==> src/rtl/syncgen_pkg.sv <==
package syncgen_pkg;
  // strobes from the control side to the divider datapath
  typedef struct packed {
    logic fire;     // issue a pulse and reload the divider
    logic advance;  // reference tick without a pulse: count down
  } divStrobe_t;
endpackage

==> src/rtl/syncgen_ctrl.sv <==
module syncgen_ctrl
  import syncgen_pkg::*;
#(
  parameter int SYNC_STAGES = 2
) (
  input  logic       clk,
  input  logic       rstN,
  input  logic       refTick,
  input  logic       restartAsync,
  input  logic       atTerminal,
  output divStrobe_t strobe
);
  logic [SYNC_STAGES-1:0] syncChain;
  logic restartSeen;
  logic restartPrev;
  logic restartEdge;
  logic restartPend;
  logic armed;

  // restart synchronizer, depth chosen by parameter
  for (genvar i = 0; i < SYNC_STAGES; i++) begin : gSync
    if (i == 0) begin : gFirst
      always_ff @(posedge clk) begin
        if (!rstN) syncChain[0] <= 1'b0;
        else       syncChain[0] <= restartAsync;
      end
    end else begin : gNext
      always_ff @(posedge clk) begin
        if (!rstN) syncChain[i] <= 1'b0;
        else       syncChain[i] <= syncChain[i-1];
      end
    end
  end

  assign restartSeen = syncChain[SYNC_STAGES-1];
  assign restartEdge = restartSeen & ~restartPrev;
  assign armed       = restartPend | restartEdge;

  always_comb begin
    strobe.fire    = refTick & (atTerminal | armed);
    strobe.advance = refTick & ~(atTerminal | armed);
  end

  always_ff @(posedge clk) begin
    if (!rstN) begin
      restartPrev <= 1'b0;
      restartPend <= 1'b0;
    end else begin
      restartPrev <= restartSeen;
      if (strobe.fire)      restartPend <= 1'b0;
      else if (restartEdge) restartPend <= 1'b1;
    end
  end
endmodule

==> src/rtl/syncgen_datapath.sv <==
module syncgen_datapath
  import syncgen_pkg::*;
#(
  parameter int DIV_W = 8
) (
  input  logic             clk,
  input  logic             rstN,
  input  logic [DIV_W-1:0] divisor,
  input  divStrobe_t       strobe,
  output logic             atTerminal,
  output logic             syncPulse
);
  logic [DIV_W-1:0] ticksLeft;
  logic [DIV_W-1:0] effDiv;

  // zero is mapped to one so the reload never underflows
  assign effDiv     = (divisor == '0) ? DIV_W'(1) : divisor;
  assign atTerminal = (ticksLeft == '0);

  always_ff @(posedge clk) begin
    if (!rstN) begin
      ticksLeft <= '0;
      syncPulse <= 1'b0;
    end else begin
      syncPulse <= strobe.fire;
      if (strobe.fire)         ticksLeft <= effDiv - 1'b1;
      else if (strobe.advance) ticksLeft <= ticksLeft - 1'b1;
    end
  end
endmodule

==> src/rtl/syncgen_top.sv <==
module syncgen_top
  import syncgen_pkg::*;
#(
  parameter int DIV_W       = 8,
  parameter int SYNC_STAGES = 2
) (
  input  logic             clk,
  input  logic             rstN,
  input  logic             refTick,
  input  logic [DIV_W-1:0] divisor,
  input  logic             restartAsync,
  output logic             syncPulse
);
  divStrobe_t strobe;
  logic atTerminal;

  syncgen_ctrl #(.SYNC_STAGES(SYNC_STAGES)) ctrl_i (
    .clk(clk), .rstN(rstN), .refTick(refTick),
    .restartAsync(restartAsync), .atTerminal(atTerminal), .strobe(strobe)
  );

  syncgen_datapath #(.DIV_W(DIV_W)) dp_i (
    .clk(clk), .rstN(rstN), .divisor(divisor), .strobe(strobe),
    .atTerminal(atTerminal), .syncPulse(syncPulse)
  );
endmodule

==> config.mk <==
export PLATFORM = sky130hd
export DESIGN_NAME = syncgen_top
export DESIGN_NICKNAME = d
export VERILOG_FILES = /design/src/rtl/syncgen_pkg.sv /design/src/rtl/syncgen_ctrl.sv /design/src/rtl/syncgen_datapath.sv /design/src/rtl/syncgen_top.sv
export SDC_FILE = /design/constraint.sdc
export NUM_CORES = 1
export LEC_CHECK = 0
export BUFFER_PORTS_ARGS = -buffer_cell sky130_fd_sc_hd__buf_2
export CAP_MARGIN = 20
export CELL_PAD_IN_SITES_DETAIL_PLACEMENT = 0
export CELL_PAD_IN_SITES_GLOBAL_PLACEMENT = 1
export CORE_MARGIN = 1
export CORE_UTILIZATION = 43
export DETAILED_ROUTE_END_ITERATION = 7
export HOLD_SLACK_MARGIN = 0.06
export PLACE_DENSITY = 0.91
export SLEW_MARGIN = 15
export SYNTH_ARGS = -nofsm -noshare
export SYNTH_HDL_FRONTEND = slang
export SYNTH_HIERARCHICAL = 1
export SYNTH_SLANG_ARGS = --single-unit
==> constraint.sdc <==
create_clock -name clk -period 5.7 [get_ports clk]
set_input_delay 0.855 -clock clk [delete_from_list [all_inputs] [get_ports clk]]
set_output_delay 0.855 -clock clk [all_outputs]
set_load 0.02 [all_outputs]
==> results.yml, run 1 <==
global_routing:
  grt_pass1_wl_mm: 2.62
  grt_use_total_pct: 18.7
  grt_pass1_vias: 582
  grt_max_degree: 23
  overflow: 0
  antenna_found_initial: 0
logic_synthesis:
  syn_area_per_cell_sq_um: 9.23
  synthCells: 85
  ys_ff_latch: 13
  ys_seq_area_share_pct: 33.2
  syn_nets: 98
  synth_warnings: 6
  ys_types: 33
  synthArstFlopShare_pct: 0
  syn_area_sq_um: 785
  ys.flop_type: "dfxtp_1"
  synth_edf_count: 0
setup_path:
  slowest_delay_ns: 0.62
  r2r-start: "dp_i/ticksLeft[2]$_SDFFE_PN0P_"
  path_delay_family: "simple AND/OR/NAND/NOR gates"
  cp-startpoint: "dp_i/ticksLeft[2]$_SDFFE_PN0P_"
  critPathSlowestCell: "o31a_1"
  cp.arrival_ns: 3.64
  r2r-end: "dp_i/ticksLeft[6]$_SDFFE_PN0P_"
  worst_r2r_path_depth: 11
  reg2reg_slack_ns: 2.24
  crit_path_start_kind: "flop"
  endpoint: "dp_i/ticksLeft[6]$_SDFFE_PN0P_"
  cp-end-kind: "flop"
  crit_path_max_fanout: 22
  path_depth: 11
  critPathKind: "reg -> reg"
  critPathRequiredTime_ns: 5.88
  critical_path.cell_chain: "or4_1 -> nor2_1 -> o31a_1 -> or4b_1 -> o21a_4 -> ha_1 -> nor3b_1 -> nand2_1 -> xor2_1 -> nand2_1 -> o211a_1"
  cpMostUsedCell: "nand2_1"
  critPathBufInv: 0
clock_tree:
  cts_max_level: 1
  cts-resized-gates: 0
  cts_setup_buffers: 0
  root_buffer: "clkbuf_4"
  cts_buffers: 3
  path_clk_slew_ns: 0.08
  cts_hold_buf: 0
  clk-insertion-delay-late_ns: 0.28
  clockBufferDepth: 2
  clock-sinks: 13
  cts_tree: "done"
die:
  dieArea_sq_mm: 0.00200
  fp.dieH_microns: 44.7
  io_pins: 13
  core_sq_mm: 0.00173
  rows: 15
  start_util_pct: 45.4
  dieWidth_microns: 44.7
finish:
  final_core_util_pct: 50.8
  syn_to_final_growth_pct: 11.8
  diodes: 0
  drive_gt1_share_pct: 21.2
  layout_common_cells: "dfxtp_1 (13), buf_2 (12), nor2_1 (9), nand2_1 (8)"
  fill_cells: 197
  nNetsFinal: 113
  final_common_cell: "dfxtp_1"
  final_area_sq_um: 877
power_and_ir_drop:
  ir_worst_vdd_mv: 0.198
  p_leak_uw: 0.000382
  p_per_area_mw_per_mm2: 466
sta:
  skew_ns: 0.00782
  hold_viol: 0
  min_period_over_period_pct: 60.7
  post-route-min-period_ns: 3.46
  relSlewSlack_pct: 29.4
  clock.fmax_ghz: 0.289
  setup_viol: 0
  worst_slack_ns: 2.24
  holdWs_ns: 0.450
  rsz0062_at_grt: "false"
  fin_tns_setup_ns: 0
  tightest_slew_ns: 1.05
  report.final.slew_viol_count: 0
min_path:
  holdCritPathClass: "reg -> reg"
  hp-start: "ctrl_i/syncChain[0]$_SDFF_PN0_"
run_status:
  status: "completed"
job:
  maxCapViolations: 0
route:
  drt-total-wl_mm: 1.56
  drc: 0
  wire_per_inst_microns: 12.5
  first_pass_iters: 4
  route.vias.total: 629
  viasPerCell: 5.07
  ant_nets: 0
  drtIter0Drc: 25
placement:
  placed_area_sq_um: 851
  port_buffers: 12
  gp_congestion: 0.798
  dp_hpwl_mm: 1.19
  place_ws_ns: 2.24
worst reg2reg max path, delay by kind of cell, from the launching register on:
kind                     cells  cell delay (ns)
XOR/XNOR                     1             0.15
AND/OR/NAND/NOR              6             1.57
flip-flops                   1             0.39
adder cells (fa/ha/maj)      1             0.21
AO/OA/AOI/OAI                3             1.03
layer usage:
metal	track usage [%]	vias to the layer above	routed length, microns
li1	-	334	-
met1	24.4	280	797
met5	0	-	0
met2	28.5	13	674
met4	9.09	0	12
met3	4.80	2	72
cells by family (layout without fill, tap and decap cells):
logic type	Yosys count	after routing	synth area share, %
xor+xnor	10	10	11.2
buf+inv	6	20	5.10
simple gates	37	37	28.7
fa+ha+maj	1	1	1.59
mux	3	3	3.83
flops	13	13	33.2
compound gates	15	15	16.4
registers in the layout, summed over array words and instances, names as in the netlist:
| name | cells |
|---|---|
| ctrl_i/restartPend | 1 |
| ctrl_i/restartPrev | 1 |
| dp_i/syncPulse | 1 |
| ctrl_i/restartSeen | 1 |
| dp_i/ticksLeft | 8 |
| ctrl_i/syncChain | 1 |
metrics by stage:
step | power (uW) | cells
2_1_floorplan | 322 | 85
3_3_place_gp | 350 | 120
3_5_place_dp | 354 | 120
4_1_cts | 413 | 124
5_1_grt | 450 | 124
6_report | 409 | 124
worst min path at each step:
| stage | end | slack [ns] | cells past startpoint |
|---|---|---|---|
| 2_1_floorplan | ctrl_i/restartSeen$_SDFF_PN0_ | 0.41 | 1 |
| 3_3_place_gp | ctrl_i/restartSeen$_SDFF_PN0_ | 0.42 | 1 |
| 3_5_place_dp | ctrl_i/restartSeen$_SDFF_PN0_ | 0.43 | 1 |
| 4_1_cts | ctrl_i/restartSeen$_SDFF_PN0_ | 0.45 | 1 |
| 5_1_grt | ctrl_i/restartSeen$_SDFF_PN0_ | 0.48 | 1 |
| 6_report | ctrl_i/restartSeen$_SDFF_PN0_ | 0.45 | 1 |
cells in the mapped netlist (all sizes together), types with 3 or more instances:
library cell | n | area, sq um
and2 | 4 | 26.3
dfxtp | 13 | 260
inv | 4 | 15.0
mux2i | 3 | 30.0
nand2 | 8 | 30.0
nor2 | 9 | 33.8
nor3 | 5 | 25.0
nor3b | 3 | 22.5
o211a | 3 | 30.0
xnor2 | 5 | 43.8
xor2 | 5 | 43.8
power by group:
group / switching [uW] / internal [uW] / total, uW
Sequential: 22.3 / 115 / 137
Combinational: 112 / 103 / 214
Clock: 30.0 / 27.1 / 57.2
Total: 164 / 245 / 409
cell type report:
| class | instances | area, sq um | share of cell area (%) |
|---|---|---|---|
| Inverter | 4 | 15.0 | 1.71 |
| Timing Repair Buffer | 12 | 60.1 | 6.85 |
| Multi-Input combinational cell | 66 | 484 | 55.2 |
| Sequential cell | 13 | 260 | 29.7 |
| Clock buffer | 4 | 26.3 | 3.00 |
| Tap cell | 25 | 31.3 | 3.57 |
No activity file was read; power rests on OpenSTA's default activity.
==> run 2: changes to the inputs <==
--- a/config.mk
+++ b/config.mk
@@ -10,10 +10,10 @@
 export CELL_PAD_IN_SITES_DETAIL_PLACEMENT = 0
 export CELL_PAD_IN_SITES_GLOBAL_PLACEMENT = 1
 export CORE_MARGIN = 1
-export CORE_UTILIZATION = 43
+export CORE_UTILIZATION = 36
 export DETAILED_ROUTE_END_ITERATION = 7
 export HOLD_SLACK_MARGIN = 0.06
-export PLACE_DENSITY = 0.91
+export PLACE_DENSITY = 0.82
 export SLEW_MARGIN = 15
 export SYNTH_ARGS = -nofsm -noshare
 export SYNTH_HDL_FRONTEND = slang
==> constraint.sdc (replaced) <==
create_clock -name clk -period 3 [get_ports clk]
set_input_delay 0.45 -clock clk [delete_from_list [all_inputs] [get_ports clk]]
set_output_delay 0.45 -clock clk [all_outputs]
set_load 0.02 [all_outputs]
==> run 2 against run 1 <==
  * First-iteration DRC count shrank 40%
  * Sequential power rose by 87%
  * Highest routed layer is now met3
  * Sequential share of layout area fell by 1.2 points
  * Setup slack got worse by 2.1 ns
  * Routed wire length increased by 4.9%
  * Total power rose by 99%
  * Sequential cell count unchanged
  * Largest power group unchanged
  * Critical path type unchanged
==> results.yml, run 2 (synthesized netlist as in run 1, its figures left out) <==
run_status:
  status: "completed"
finish:
  syn_to_final_growth_pct: 16.6
  nNetsFinal: 116
  drive_gt1_share_pct: 27.5
  final_cells: 129
  final_common_cell: "dfxtp_1"
  final_core_util_pct: 45.7
  largest_reg_flops: 8
  fill_cells: 216
  top_register: "dp_i/ticksLeft"
  layout_common_cells: "dfxtp_1 (13), buf_2 (12), nor2_1 (8), nand2_1 (8)"
  diodes: 0
sta:
  skew_ns: 0.000600
  relSlewSlack_pct: 78.4
  hold_viol: 0
  post-route-min-period_ns: 2.88
  report.final.slew_viol_count: 0
  clock.fmax_ghz: 0.347
  tightest_slew_ns: 0.322
  fin_tns_setup_ns: 0
  setup_viol: 0
  min_period_over_period_pct: 96.0
clock_tree:
  cts_hold_buf: 0
  cts_setup_buffers: 0
  root_buffer: "clkbuf_4"
  cts_tree: "done"
  cts_buffers: 3
  cts_max_level: 1
  clk-insertion-delay-late_ns: 0.27
  path_clk_slew_ns: 0.08
  cts-resized-gates: 0
  clock-sinks: 13
  clockBufferDepth: 2
global_routing:
  overflow: 0
  grt_pass1_vias: 662
  grt_pass1_wl_mm: 2.80
  grt_use_total_pct: 15.4
  antenna_found_initial: 0
  grt_max_degree: 20
die:
  dieWidth_microns: 48.7
  start_util_pct: 39.2
  fp.dieH_microns: 48.7
  io_pins: 13
  rows: 16
  dieArea_sq_mm: 0.00237
  core_sq_mm: 0.00200
setup_path:
  worst_r2r_path_depth: 11
  r2r-start: "dp_i/ticksLeft[2]$_SDFFE_PN0P_"
  critPathBufInv: 0
  crit_path_max_fanout: 6
  cp.arrival_ns: 3.04
  critPathKind: "reg -> reg"
  reg2reg_slack_ns: 0.12
  slowest_delay_ns: 0.53
  r2r-end: "dp_i/ticksLeft[6]$_SDFFE_PN0P_"
  critical_path.cell_chain: "or4_1 -> nor2_2 -> o31a_1 -> or4b_4 -> o21a_4 -> ha_2 -> nor3b_1 -> nand2_1 -> xor2_1 -> nand2_1 -> o211a_1"
  critPathSlowestCell: "or4_1"
  cpMostUsedCell: "nand2_1"
  path_delay_family: "simple AND/OR/NAND/NOR gates"
  cp-end-kind: "flop"
  cp-startpoint: "dp_i/ticksLeft[2]$_SDFFE_PN0P_"
  crit_path_start_kind: "flop"
  critPathRequiredTime_ns: 3.17
power_and_ir_drop:
  finalPower_uw: 815
  ir_worst_vdd_mv: 0.490
  p_per_area_mw_per_mm2: 891
  p_leak_uw: 0.000398
placement:
  dp_hpwl_mm: 1.32
  port_buffers: 12
  dp_cells: 125
  gp_congestion: 0.802
min_path:
  hp-start: "restartAsync"
  holdCritPathClass: "in -> reg"
  holdPathEnd: "ctrl_i/syncChain[0]$_SDFF_PN0_"
  hold_depth: 2
route:
  viasPerCell: 5.40
  drtIter0Drc: 15
  ant_nets: 0
  first_pass_iters: 4
  wire_per_inst_microns: 12.7
  route.vias.total: 696
  drt-total-wl_mm: 1.63
  drc: 0
job:
  maxCapViolations: 0
run 2: changes by cell type in the layout (fill, tap and decap cells not counted), sizes merged:
cell	previous run	this run
buf	12	15
run 2: layer usage:
layer,vias up,wire [microns],global-route usage [%],share of wire (%)
met2,21,816,25.7,50
met5,-,0,0,0
met1,331,739,18.3,45
li1,344,-,-,-
met4,0,0,8.33,0
met3,0,77,3.46,4.7
run 2: worst register-to-register path, cell delays in order, from the launching register on:
cell and delay (ns):
dfxtp_1 0.31, or4_1 0.53, nor2_2 0.14, o31a_1 0.25
or4b_4 0.50, o21a_4 0.24, ha_2 0.20, nor3b_1 0.16
nand2_1 0.08, xor2_1 0.15, nand2_1 0.08, o211a_1 0.13
run 2: worst max path at each step:
stage	end	slack, ns	cells after the start
floorplan	dp_i/ticksLeft[6]$_SDFFE_PN0P_	0.25	11
CTS	dp_i/ticksLeft[6]$_SDFFE_PN0P_	0.09	11
detailed placement	dp_i/ticksLeft[6]$_SDFFE_PN0P_	0.1	11
global route	dp_i/ticksLeft[6]$_SDFFE_PN0P_	-0.003	11
finish	dp_i/ticksLeft[6]$_SDFFE_PN0P_	0.12	11
global placement	dp_i/ticksLeft[6]$_SDFFE_PN0P_	0.16	11
run 2: metrics by stage:
stage	instance area (sq um)	setup slack [ns]	hold slack, ns
after floorplan	785	0.250	0.412
after global placement	876	0.164	0.425
after detailed placement	876	0.0999	0.445
after CTS	902	0.0919	0.382
after global routing	915	-0.00304	0.383
final	915	0.121	0.388
run 2: layout make-up:
| class | instances | area [sq um] | share of cell area, % |
|---|---|---|---|
| Tap cell | 27 | 33.8 | 3.69 |
| Timing Repair Buffer | 15 | 82.6 | 9.03 |
| Inverter | 4 | 15.0 | 1.64 |
| Sequential cell | 13 | 260 | 28.5 |
| Multi-Input combinational cell | 66 | 497 | 54.3 |
| Clock buffer | 4 | 26.3 | 2.87 |
run 2: power breakdown:
part	internal (uW)	leakage (uW)	total, uW	switching (uW)
registers	218	0.000107	256	38.3
clock network	51.4	0.0000150	105	53.3
logic	221	0.000276	454	233
==> run 3: changes to the inputs <==
--- a/config.mk
+++ b/config.mk
@@ -14,6 +14,7 @@
 export DETAILED_ROUTE_END_ITERATION = 7
 export HOLD_SLACK_MARGIN = 0.06
 export PLACE_DENSITY = 0.82
+export SETUP_SLACK_MARGIN = 0.3
 export SLEW_MARGIN = 15
 export SYNTH_ARGS = -nofsm -noshare
 export SYNTH_HDL_FRONTEND = slang
==> run 3 against run 2 <==
  * Core utilization rose by 5.1 points
  * Via count rose by 2.0%
  * Largest cell class unchanged
  * Non-clock buffer count rose by 6
  * Largest power group unchanged
==> results.yml, run 3 (synthesized netlist as in run 1, its figures left out) <==
setup_path:
  critPathSlowestCell: "or4_4"
  slowest_delay_ns: 0.52
  crit_path_max_fanout: 4
  crit_path_start_kind: "flop"
  critical_path.cell_chain: "or4_4 -> nor2_4 -> o31a_1 -> or4b_4 -> o21a_4 -> ha_4 -> nor3b_4 -> nand2_1 -> xor2_1 -> nand2_1 -> o211a_1"
  path_delay_family: "simple AND/OR/NAND/NOR gates"
  cpMostUsedCell: "nand2_1"
  critPathRequiredTime_ns: 3.18
  cp.arrival_ns: 2.92
  cp-end-kind: "flop"
  critPathBufInv: 0
  critPathKind: "reg -> reg"
clock_tree:
  cts_tree: "done"
  path_clk_slew_ns: 0.09
  cts_buffers: 3
  cts_max_level: 1
  clockBufferDepth: 2
  clk-insertion-delay-late_ns: 0.28
  root_buffer: "clkbuf_4"
  clock-sinks: 13
  cts_hold_buf: 0
sta:
  rsz0062_at_grt: "true"
  report.final.slew_viol_count: 0
  skew_ns: 0.00985
  relSlewSlack_pct: 75.7
  setup_viol: 0
  tightest_slew_ns: 0.362
  post-route-min-period_ns: 2.74
  min_period_over_period_pct: 91.2
  worst_slack_ns: 0.264
  fin_tns_setup_ns: 0
  clock.fmax_ghz: 0.366
  hold_viol: 0
die:
  start_util_pct: 39.2
  rows: 16
  dieWidth_microns: 48.7
  core_sq_mm: 0.00200
  fp.dieH_microns: 48.7
  io_pins: 13
  dieArea_sq_mm: 0.00237
route:
  first_pass_iters: 4
  viasPerCell: 5.26
  drtIter0Drc: 10
  drc: 0
  drt-total-wl_mm: 1.91
  ant_nets: 0
  wire_per_inst_microns: 14.1
  route.vias.total: 710
placement:
  dp_hpwl_mm: 1.29
  place_ws_ns: 0.119
  port_buffers: 12
  gp_congestion: 0.757
global_routing:
  grt_pass1_wl_mm: 3.13
  antenna_found_initial: 0
  grt_max_degree: 15
  overflow: 0
  grt_use_total_pct: 17.5
  grt_pass1_vias: 657
job:
  maxCapViolations: 0
power_and_ir_drop:
  p_per_area_mw_per_mm2: 944
  finalPower_uw: 959
  ir_worst_vdd_mv: 0.489
  p_leak_uw: 0.000439
finish:
  fill_cells: 203
  top_register: "dp_i/ticksLeft"
  largest_reg_flops: 8
  diodes: 0
  layout_common_cells: "dfxtp_1 (12), buf_2 (12), buf_4 (9), nor2_1 (8), nand2_1 (7)"
  nNetsFinal: 122
  syn_to_final_growth_pct: 29.5
  drive_gt1_share_pct: 38.0
min_path:
  holdCritPathClass: "in -> reg"
run_status:
  status: "completed"
## run 3: worst paths after layout
check	startpoint	endpoint	slack, ns	depth (start not counted)
hold reg to reg	ctrl_i/syncChain[0]$_SDFF_PN0_	ctrl_i/restartSeen$_SDFF_PN0_	0.44	1
setup / recovery	dp_i/ticksLeft[2]$_SDFFE_PN0P_	dp_i/ticksLeft[6]$_SDFFE_PN0P_	0.26	11
hold / removal	restartAsync	ctrl_i/syncChain[0]$_SDFF_PN0_	0.38	2
setup reg to reg	dp_i/ticksLeft[2]$_SDFFE_PN0P_	dp_i/ticksLeft[6]$_SDFFE_PN0P_	0.26	11
## run 3: layer usage
metal | vias up | GRT usage [%] | wire length, microns
li1 | 354 | - | -
met1 | 346 | 21.3 | 916
met2 | 8 | 29.4 | 936
met3 | 2 | 5.66 | 45
met4 | 0 | 4.41 | 12
met5 | - | 0 | 0
## run 3: worst register-to-register path, cell delays in order (launching register included)
cell     delay [ns]
dfxtp_4        0.36
or4_4          0.52
nor2_4         0.10
o31a_1         0.21
or4b_4         0.50
o21a_4         0.24
ha_4           0.17
nor3b_4        0.15
nand2_1        0.07
xor2_1         0.14
nand2_1        0.07
o211a_1        0.12
## run 3: metrics by stage
| stage | utilization, % | hold WS [ns] | cell area (sq um) | instances |
|---|---|---|---|---|
| 6_report | 50.7 | 0.381 | 1020 | 135 |
| 5_1_grt | 50.7 | 0.374 | 1020 | 135 |
| 4_1_cts | 49.5 | 0.375 | 991 | 134 |
| 3_5_place_dp | 44.5 | 0.423 | 891 | 126 |
| 3_3_place_gp | 44.5 | 0.418 | 891 | 126 |
| 2_1_floorplan | - | 0.412 | 792 | 85 |
## run 3: timing repair
item                                    in CTS  in global routing
buffers inserted                             4                  1
pin swaps                                    7                  3
hold endpoints to repair                     0                  0
resized for setup                            9                  4
endpoints found under the setup margin       2                  5
## run 3: area by class of cell
type / instances / area (sq um) / area share [%]
inverter: 4 / 15.0 / 1.48
timing repair buffer: 21 / 128 / 12.6
tap: 27 / 33.8 / 3.33
multi-input combinational: 66 / 549 / 54.1
clock buffer: 4 / 26.3 / 2.59
sequential: 13 / 264 / 26.0
## run 3: where the power goes
group          internal, uW  switching, uW
logic                   305            277
clock network          51.5           62.2
registers               220           43.5
